## src/rtl/apt_pkg.sv

```systemverilog
package apt_pkg;

  localparam int BUS_W      = 32;
  localparam int PA_W       = 40;
  localparam int ENT_W      = 32;
  localparam int PAGE_SHIFT = 12;
  localparam int CTRL_W     = 6;

  typedef struct packed {
    logic [19:0] pa_mid;
    logic [7:0]  pa_hi;
    logic [1:0]  rsvd;
    logic        coh;
    logic        vld;
  } apt_entry_t;

  typedef enum logic {
    SEL_CTRL = 1'b0,
    SEL_BASE = 1'b1
  } apt_sel_e;

  function automatic logic [PA_W-1:0] apt_entry_pa(apt_entry_t e,
                                                  logic [PAGE_SHIFT-1:0] off);
    return {e.pa_hi, e.pa_mid, off};
  endfunction

endpackage

```

## src/rtl/apt_cfg_regs.sv

```systemverilog
module apt_cfg_regs
  import apt_pkg::*;
#(
  parameter int BASE_FIELD_W = 15,
  parameter int ORDER_W      = 3,
  parameter int SIZE_SHIFT   = 25,
  localparam int WIN_W       = BASE_FIELD_W + SIZE_SHIFT + 1
) (
  input  logic             clk,
  input  logic             rst,
  input  logic             cfg_wr,
  input  logic             cfg_rd,
  input  logic             cfg_sel,
  input  logic [31:0]      cfg_wdata,
  output logic [31:0]      cfg_rdata,
  output logic             win_en,
  output logic             win_present,
  output logic [WIN_W-1:0] win_base,
  output logic [WIN_W-1:0] win_size
);

  logic [CTRL_W-1:0]       ctrl_q;
  logic [BASE_FIELD_W-1:0] base_q;
  logic [ORDER_W-1:0]      order;
  logic [WIN_W-1:0]        win_end;
  logic [WIN_W-1:0]        bus_limit;
  logic                    unused_wdata;

  assign unused_wdata = ^cfg_wdata[31:CTRL_W];

  always_ff @(posedge clk) begin
    if (rst) begin
      ctrl_q    <= '0;
      base_q    <= '0;
      cfg_rdata <= '0;
    end else begin
      if (cfg_wr && cfg_sel == SEL_CTRL) begin
        ctrl_q <= cfg_wdata[CTRL_W-1:0];
        if (cfg_wdata[0]) ctrl_q[5:4] <= 2'b00;
      end
      if (cfg_wr && cfg_sel == SEL_BASE)
        base_q <= cfg_wdata[BASE_FIELD_W-1:0];
      if (cfg_rd)
        cfg_rdata <= (cfg_sel == SEL_CTRL) ? 32'(ctrl_q) : 32'(base_q);
    end
  end

  assign order       = ctrl_q[ORDER_W:1];
  assign win_en      = ctrl_q[0];
  assign win_base    = WIN_W'(base_q) << SIZE_SHIFT;
  assign win_size    = WIN_W'(1) << (SIZE_SHIFT + int'(order));
  assign win_end     = win_base + win_size;
  assign bus_limit   = WIN_W'(1) << BUS_W;
  assign win_present = (win_end <= bus_limit);

endmodule

```

## src/rtl/apt_window_check.sv

```systemverilog
module apt_window_check
  import apt_pkg::*;
#(
  parameter int DEPTH = 64,
  parameter int WIN_W = 41,
  localparam int IDX_W = $clog2(DEPTH)
) (
  input  logic [BUS_W-1:0] addr,
  input  logic             en,
  input  logic             present,
  input  logic [WIN_W-1:0] base,
  input  logic [WIN_W-1:0] size,
  output logic             hit,
  output logic [IDX_W-1:0] idx
);

  logic [WIN_W-1:0] a_ext;
  logic [WIN_W-1:0] rel;
  logic [WIN_W-1:0] pg;
  logic             above_base;
  logic             below_end;
  logic             in_table;

  assign a_ext      = WIN_W'(addr);
  assign rel        = a_ext - base;
  assign pg         = rel >> PAGE_SHIFT;
  assign above_base = (a_ext >= base);
  assign below_end  = (a_ext < base + size);
  assign in_table   = (pg < WIN_W'(DEPTH));
  assign hit        = en && present && above_base && below_end && in_table;
  assign idx        = pg[IDX_W-1:0];

endmodule

```

## src/rtl/apt_entry_table.sv

```systemverilog
module apt_entry_table
  import apt_pkg::*;
#(
  parameter int DEPTH = 64,
  localparam int IDX_W = $clog2(DEPTH)
) (
  input  logic             clk,
  input  logic             rst,
  input  logic             wr_en,
  input  logic [IDX_W-1:0] wr_idx,
  input  logic [ENT_W-1:0] wr_data,
  input  logic             flush,
  input  logic             rd_en,
  input  logic [IDX_W-1:0] rd_idx,
  output apt_entry_t       rd_entry,
  output logic             rd_usable
);

  logic [ENT_W-1:0] mem [DEPTH];
  logic [DEPTH-1:0] written_q;
  logic [DEPTH-1:0] pend_q;
  logic [DEPTH-1:0] pend_d;
  logic [ENT_W-1:0] rd_q;

  // storage: no reset so the array maps onto block RAM
  always_ff @(posedge clk) begin
    if (wr_en) mem[wr_idx] <= wr_data;
    if (rd_en) rd_q <= mem[rd_idx];
  end

  assign rd_entry = apt_entry_t'(rd_q);

  always_comb begin
    pend_d = flush ? '0 : pend_q;
    if (wr_en) pend_d[wr_idx] = 1'b1;
  end

  always_ff @(posedge clk) begin
    if (rst) begin
      written_q <= '0;
      pend_q    <= '0;
      rd_usable <= 1'b0;
    end else begin
      pend_q <= pend_d;
      if (wr_en) written_q[wr_idx] <= 1'b1;
      if (rd_en) rd_usable <= written_q[rd_idx] && !pend_q[rd_idx];
    end
  end

endmodule

```

## src/rtl/apt_xlate_unit.sv

```systemverilog
module apt_xlate_unit
  import apt_pkg::*;
#(
  parameter int DEPTH        = 64,
  parameter int BASE_FIELD_W = 15,
  parameter int ORDER_W      = 3,
  parameter int SIZE_SHIFT   = 25,
  localparam int IDX_W       = $clog2(DEPTH),
  localparam int WIN_W       = BASE_FIELD_W + SIZE_SHIFT + 1
) (
  input  logic              clk,
  input  logic              rst,
  input  logic              cfg_wr,
  input  logic              cfg_rd,
  input  logic              cfg_sel,
  input  logic [31:0]       cfg_wdata,
  output logic [31:0]       cfg_rdata,
  input  logic              tbl_wr,
  input  logic [IDX_W-1:0]  tbl_idx,
  input  logic [ENT_W-1:0]  tbl_data,
  input  logic              flush,
  input  logic              req_valid,
  input  logic [BUS_W-1:0]  req_addr,
  output logic              rsp_valid,
  output logic              rsp_fault,
  output logic              rsp_coherent,
  output logic [PA_W-1:0]   rsp_paddr
);

  logic             cfg_en;
  logic             cfg_present;
  logic [WIN_W-1:0] cfg_base;
  logic [WIN_W-1:0] cfg_size;
  logic             win_hit;
  logic [IDX_W-1:0] win_idx;
  logic             take_req;
  apt_entry_t       ent;
  logic             ent_usable;
  logic             s_valid;
  logic             s_hit;
  logic [PAGE_SHIFT-1:0] s_off;
  logic             good;
  logic             unused_rsvd;

  assign take_req = req_valid && !flush;

  apt_cfg_regs #(
    .BASE_FIELD_W(BASE_FIELD_W), .ORDER_W(ORDER_W), .SIZE_SHIFT(SIZE_SHIFT)
  ) regs_i (
    .clk, .rst, .cfg_wr, .cfg_rd, .cfg_sel, .cfg_wdata, .cfg_rdata,
    .win_en(cfg_en), .win_present(cfg_present),
    .win_base(cfg_base), .win_size(cfg_size)
  );

  apt_window_check #(.DEPTH(DEPTH), .WIN_W(WIN_W)) win_i (
    .addr(req_addr), .en(cfg_en), .present(cfg_present),
    .base(cfg_base), .size(cfg_size), .hit(win_hit), .idx(win_idx)
  );

  apt_entry_table #(.DEPTH(DEPTH)) tbl_i (
    .clk, .rst, .wr_en(tbl_wr), .wr_idx(tbl_idx), .wr_data(tbl_data),
    .flush, .rd_en(take_req), .rd_idx(win_idx),
    .rd_entry(ent), .rd_usable(ent_usable)
  );

  always_ff @(posedge clk) begin
    if (rst) begin
      s_valid <= 1'b0;
      s_hit   <= 1'b0;
      s_off   <= '0;
    end else begin
      s_valid <= take_req;
      if (take_req) begin
        s_hit <= win_hit;
        s_off <= req_addr[PAGE_SHIFT-1:0];
      end
    end
  end

  assign unused_rsvd  = ^ent.rsvd;
  assign good         = s_valid && s_hit && ent_usable && ent.vld;
  assign rsp_valid    = s_valid;
  assign rsp_fault    = s_valid && !good;
  assign rsp_coherent = good && ent.coh;
  assign rsp_paddr    = good ? apt_entry_pa(ent, s_off) : '0;

endmodule

```

## config.mk

```make
export PLATFORM = sky130hd
export DESIGN_NAME = apt_xlate_unit
export DESIGN_NICKNAME = d
export VERILOG_FILES = /design/src/rtl/apt_pkg.sv /design/src/rtl/apt_cfg_regs.sv /design/src/rtl/apt_window_check.sv /design/src/rtl/apt_entry_table.sv /design/src/rtl/apt_xlate_unit.sv
export SDC_FILE = /design/constraint.sdc
export NUM_CORES = 2
export LEC_CHECK = 0
export BUFFER_PORTS_ARGS = -buffer_cell sky130_fd_sc_hd__buf_2
export CAP_MARGIN = 20
export CORE_UTILIZATION = 45
export CTS_BUF_LIST = sky130_fd_sc_hd__clkbuf_4 sky130_fd_sc_hd__clkbuf_8 sky130_fd_sc_hd__clkbuf_16
export DETAILED_ROUTE_END_ITERATION = 12
export PLACE_DENSITY_LB_ADDON = 0.15
export REMOVE_ABC_BUFFERS = 1
export SYNTH_ARGS = -nofsm -noshare
export SYNTH_HDL_FRONTEND = slang
export SYNTH_SLANG_ARGS = --single-unit
export TNS_END_PERCENT = 30
```

## constraint.sdc

```tcl
create_clock -name clk -period 9.7 [get_ports clk]
set_clock_uncertainty 0.1 [all_clocks]
set_input_delay 0 -clock clk [delete_from_list [all_inputs] [get_ports clk]]
set_output_delay 0 -clock clk [all_outputs]
set_load 0.01 [all_outputs]
```

-- Word-level counts from Yosys, hierarchy flattened
Memory sizes are Yosys's and may differ from the RTL's. A register that Yosys moved wholly into a read port is not among the register bits.
Cells that the tools add are included.
- word-level logic and storage cells: 54
- register bits: 196
- output and inout bits: 75
- bits of input ports: 110
- memories kept: 1
- bits in writable memories: 2048
- memory list (name ; words ; width ; read ports ; clocked after Yosys merged registers in ; wr ports ; RTL line ; source):
    tbl_i.mem ; 64 ; 32 ; 1 ; 1 ; 1 ; apt_entry_table.sv:19 ; logic [ENT_W-1:0] mem [DEPTH];
- muxes and demuxes: 13
- $lt $le $gt $ge: 7
- $add $sub $neg: 3
- reductions and logical operators: 17
- bitwise gates (word level): 3
- shifts and indexed selects: 1
- operators with widths (kind ; count):
    $mux 64 ; 2
    $or 64x64->64 ; 2
    $add 40x41->41 ; 1
    $le 41x33->1 const B ; 1
    $lt 32x41->1 ; 1
    $shl 1x32->41 const A ; 1
    $sub 32x40->41 ; 1
    $ge 32x40->1 ; 1
    $mux 40 ; 1
    $lt 29x7->1 const B ; 1
    $mux 15 ; 1
    $logic_and 1x1->1 ; 14
    $lt 6x7->1 const B ; 2
    $bmux 1 s6 ; 2
    $add 5x3->6 const A ; 1
    $demux 1 s6 ; 1
    $ge 6x1->1 const B ; 1
    $mux 1 ; 5
    $logic_not 1->1 ; 3
    $mux 2 ; 1
    $not 1->1 ; 1

-- Depth between registers and ports, before layout
- word-level depth: 8
- gate-level depth with buffers: 20
- depth with buffers taken out: 18

-- By module
A second synthesis with hierarchy kept.
- cells, all modules: 4693
- area total of the unflattened synthesis: 91617.9 um^2
- modules (own cells, without submodules) (module ; seq. area each (um^2) ; times used ; cells an instance ; area each (um^2)):
    apt_entry_table ; 65042.4 ; 1 ; 3561 ; 83327.4
    apt_window_check ; 0.0 ; 1 ; 672 ; 4630.7
    apt_cfg_regs ; 720.7 ; 1 ; 352 ; 2717.6
    apt_xlate_unit ; 280.3 ; 1 ; 108 ; 942.2

-- Least setup slack after synthesis
Ideal clock, no wire load.
- kind: register -> register
- start point: reg regs_i.ctrl_q[1]
- end point: reg s_hit
- data required time: 9.531 ns
- stages on the path, launching flop included: 18
- arrival time: 3.744 ns
- period minus slack after synthesis: 3.913 ns
- path buffers: 2
- path slack: 5.787 ns
- library setup time: 0.069 ns
- cell sequence: dfxtp_1 > clkbuf_1 > nand2_1 > inv_1 > ha_1 > clkbuf_1 > nor4_1 > ha_1 > inv_1 > fa_1 > nand2b_1 > a21oi_1 > o21ai_0 > and3_1 > or4_1 > a2111oi_0 > nand4_1 > o21ai_1
- word-level cells in the longest chain between the ends: 8
- elaborated cells between the ends (all ways): 9
- those cells by class: add/sub (2); order compare (2); shift (1); reduce/logical (4)
- RTL lines (what ; RTL line ; source):
    from (decl) ; apt_cfg_regs.sv:22 ; logic [CTRL_W-1:0] ctrl_q;
    from (signal assigned) ; apt_cfg_regs.sv:38 ; ctrl_q <= cfg_wdata[CTRL_W-1:0];
    $add 5x3->6 * ; apt_cfg_regs.sv:51 ; assign win_size = WIN_W'(1) << (SIZE_SHIFT + int'(order));
    $shl 1x32->41 * ; apt_cfg_regs.sv:51 ;
    $add 40x41->41 * ; apt_cfg_regs.sv:52, apt_window_check.sv:28 ;
    $le 41x33->1 ; apt_cfg_regs.sv:54 ; assign win_present = (win_end <= bus_limit);
    $logic_and 1x1->1 (2 in series) ; apt_window_check.sv:30 ; assign hit = en && present && above_base && below_end && in_table;
    $logic_and 1x1->1 * (2 in series) ; apt_window_check.sv:30 ;
    to (signal assigned) ; apt_xlate_unit.sv:74 ; s_hit <= win_hit;
    to (decl) ; apt_xlate_unit.sv:40 ; logic s_hit;
Mark *: on every way between the ends. The rest lies on a longest branch, timed or not.
A chain may end at the register's enable or synchronous reset.

-- Worst setup path after layout
- start point: reg regs_i.ctrl_q[2]
- end point: reg s_hit
Same word-level chain as after synthesis.

==> results.toml <==
[timing]
slew_headroom = 0.2382
fmax_mhz = 158.5
setup_viol = 0
rsz0062_at_grt = "no"
worstMarginPinSlew_ns = 1.140
finalSetupTns_ns = 0
min_period_over_period = 0.6503
timing_hold_violations_final = 0
slew_violations = 0
fin_crit_ns = 6.308

[clock_network]
path_clk_slew_ns = 0.06
worstSkewPairLatency_ns = 0.87
cts-root-buf = "clkbuf_16"
htree_levels = 4
cts_hold_buf = 155
cts_resized = 0
cts_tree = "yes"
post-cts-setup-buffers = 0
cts_buffer_depth = 3
cts_buffers = 215
cts.sinks = 2129

[logic_synthesis]
synth-seq-cells = 2129
netlist_area_um2 = 82440
synth-edff-count = 1950
yosysTopAreaCell = "edfxtp_1"
yosys_warnings = 0
avgSynthCellArea_um2 = 21.12
async_reset_ff_frac = 0
yosys-top-cells-area = "edfxtp_1 71%, mux4_2 17%, dfxtp_1 4.3%"
yosysUniqueCellTypes = 56
synth_top_area_frac = 0.7103
syn_inst = 3904
ys.flop_type = "edfxtp_1"
ys_seq_area_frac = 0.7537

[detailed_routing]
post-route-drc-count = 0
drtPass1Iterations = 7
route.vias.total = 40870
routed_wl_mm = 219.8
drt_iter0_drc = 4350
routedWlPerCell_um = 31.76
ant_nets = 0
vias_per_cell = 5.905

[critical_path]
cp_data_required_time_ns = 10.36
startpoint_type = "flip-flop"
crit_type = "reg -> reg"
critPathCaptureType = "flip-flop"
cp.arrival_ns = 6.97
critPathMaxFanout = 11

[layout]
most-common-layout-cells = "1950 x edfxtp_1, 634 x mux4_2, 226 x nor2_1, 217 x clkbuf_16, 179 x dfxtp_1"
final_area_um2 = 95580
final_common_cell = "edfxtp_1"
fin_nets = 4529
area_growth_pct = 15.93
drive_above_1_share = 0.2883

[global_routing]
grt_pass1_vias = 41590
grt_overflow = 0
grtUsageTotal = 0.2387
grt_max_degree = 117
grt_first_pass_wirelength_mm = 310.7
antenna_found_initial = 13

[placed_design]
routabilityCongestion = 0.8133
place_area_um2 = 86610
dpl.hpwl_mm = 124.2
io_buffers = 148

[power]
power.leakage_nw = 30.48
powerDensity_nw_per_um2 = 201.2
max-vdd-ir-drop_mv = 0.1551

[flow_run]
drv_cap = 0

[worst_hold_path]
hp-class = "in -> reg"

[outcome]
outcome = "completed"

[die]
die_width_um = 430.0
start_util = 0.4547
coreArea_um2 = 181300
fp.dieH_um = 430.0
dieArea_um2 = 184900
top_level_ports = 185
std_cell_rows = 156
-- per-layer routing --
layer | vias up | wire length (µm) | global-route usage
li1 | 17010 | - | -
met1 | 22160 | 95100 | 0.3431
met2 | 1404 | 105900 | 0.3795
met3 | 299 | 12780 | 0.03495
met4 | 0 | 6038 | 0.07336
met5 | - | 0 | 0
-- critical path: stages (launching register included) --
cell and delay, ns:
dfxtp_1 0.59, nand2_1 0.19, inv_1 0.13, ha_1 0.36, nor4_1 0.30, ha_1 0.23
inv_1 0.06, fa_1 0.42, nand2b_1 0.19, a21oi_1 0.22, o22ai_1 0.13, xor2_1 0.20
ha_1 0.28, a21oi_1 0.12, dlygate4sd3_1 0.56, o211ai_1 0.09, dlygate4sd3_1 0.58, o31ai_1 0.09
nand4_1 0.15, dlygate4sd3_1 0.60, o21ai_1 0.11, dlygate4sd3_1 0.55
-- cell usage after synthesis (4+ instances only) --
master and instances:
edfxtp_1 1950, mux4_2 634, nor2_1 286, dfxtp_1 179
a21oi_1 134, clkbuf_1 113, nand2_1 91, ha_1 54
inv_1 48, buf_2 46, and2_1 43, buf_1 39
nor3b_1 35, nand3_1 33, buf_4 22, nand2b_1 21
a31oi_1 17, a211oi_1 16, a311oi_1 15, o21ai_0 13
nor2b_1 12, mux2i_1 11, nand4_1 11, nor3_1 11
xor2_1 7, a21o_1 5, nor4_1 5, and3_1 4
o21a_1 4, o22ai_1 4
-- registers in the layout (all words and copies together), names as in the netlist --
name / cells
tbl_i.rd_usable: 1
regs_i.base_q: 15
rsp_valid: 1
tbl_i.written_q: 64
regs_i.cfg_rdata: 15
tbl_i.pend_q: 64
s_off: 12
tbl_i.rd_entry: 30
s_hit: 1
tbl_i.mem: 1920
regs_i.ctrl_q: 6
-- report_power, final --
part / internal (mW) / leakage, nW / switching, mW
clock: 4.55 / 3.48 / 3.56
combinational: 0.430 / 8.01 / 0.568
sequential: 10.1 / 19.0 / 0.0297
-- final cells by class --
class | count | area, µm²
inverters | 49 | 183.9
clock inverters | 131 | 1109
well taps | 2370 | 2965
clock buffers | 271 | 5873
multi-input cells | 1541 | 19750
flip-flops and latches | 2129 | 62140
diodes | 3 | 7.507
fillers | 13980 | 85750
repair buffers | 427 | 3548
-- path summary, 6_finish.rpt --
check                                          to  slack (ns)                            start  cells past startpoint
hold reg to reg   tbl_i.written_q[6]$_SDFFE_PP0P_        0.36  tbl_i.written_q[6]$_SDFFE_PP0P_                      2
hold / removal        tbl_i.mem[16][10]$_DFFE_PP_        0.05                     tbl_data[10]                      2
setup / recovery               s_hit$_SDFFE_PP0P_        3.39    regs_i.ctrl_q[2]$_SDFFE_PP0P_                     21
setup reg to reg               s_hit$_SDFFE_PP0P_        3.39    regs_i.ctrl_q[2]$_SDFFE_PP0P_                     21
-- cells by family (layout without fill, tap and decap cells) --
logic type / Yosys count / after routing / share of synthesized area
AO/OA/AOI/OAI: 229 / 229 / 0.01647
adder cells (fa/ha/maj): 56 / 56 / 0.008681
buffers and inverters: 270 / 878 / 0.01408
flip-flops: 2129 / 2129 / 0.7537
XOR/XNOR: 10 / 10 / 0.001062
AND/OR/NAND/NOR: 563 / 563 / 0.03137
other: 2 / 41 / 0.00009109
multiplexers: 645 / 645 / 0.1745
-- per-stage QoR --
step / setup slack, ns / util / instances / hold WS (ns) / total power, mW
after floorplan: 6.001 / - / 3719 / -0.03093 / 10.74
after global placement: 5.257 / 0.4776 / 6334 / 0.1535 / 11.25
after detailed placement: 5.254 / 0.4776 / 6334 / 0.1458 / 11.26
after CTS: 3.442 / 0.5247 / 6891 / 0.005836 / 19.37
after global routing: 3.024 / 0.5271 / 6920 / 0.04891 / 19.77
final: 3.392 / 0.5271 / 6921 / 0.04743 / 19.23
No activity file was read; power rests on OpenSTA's default activity.
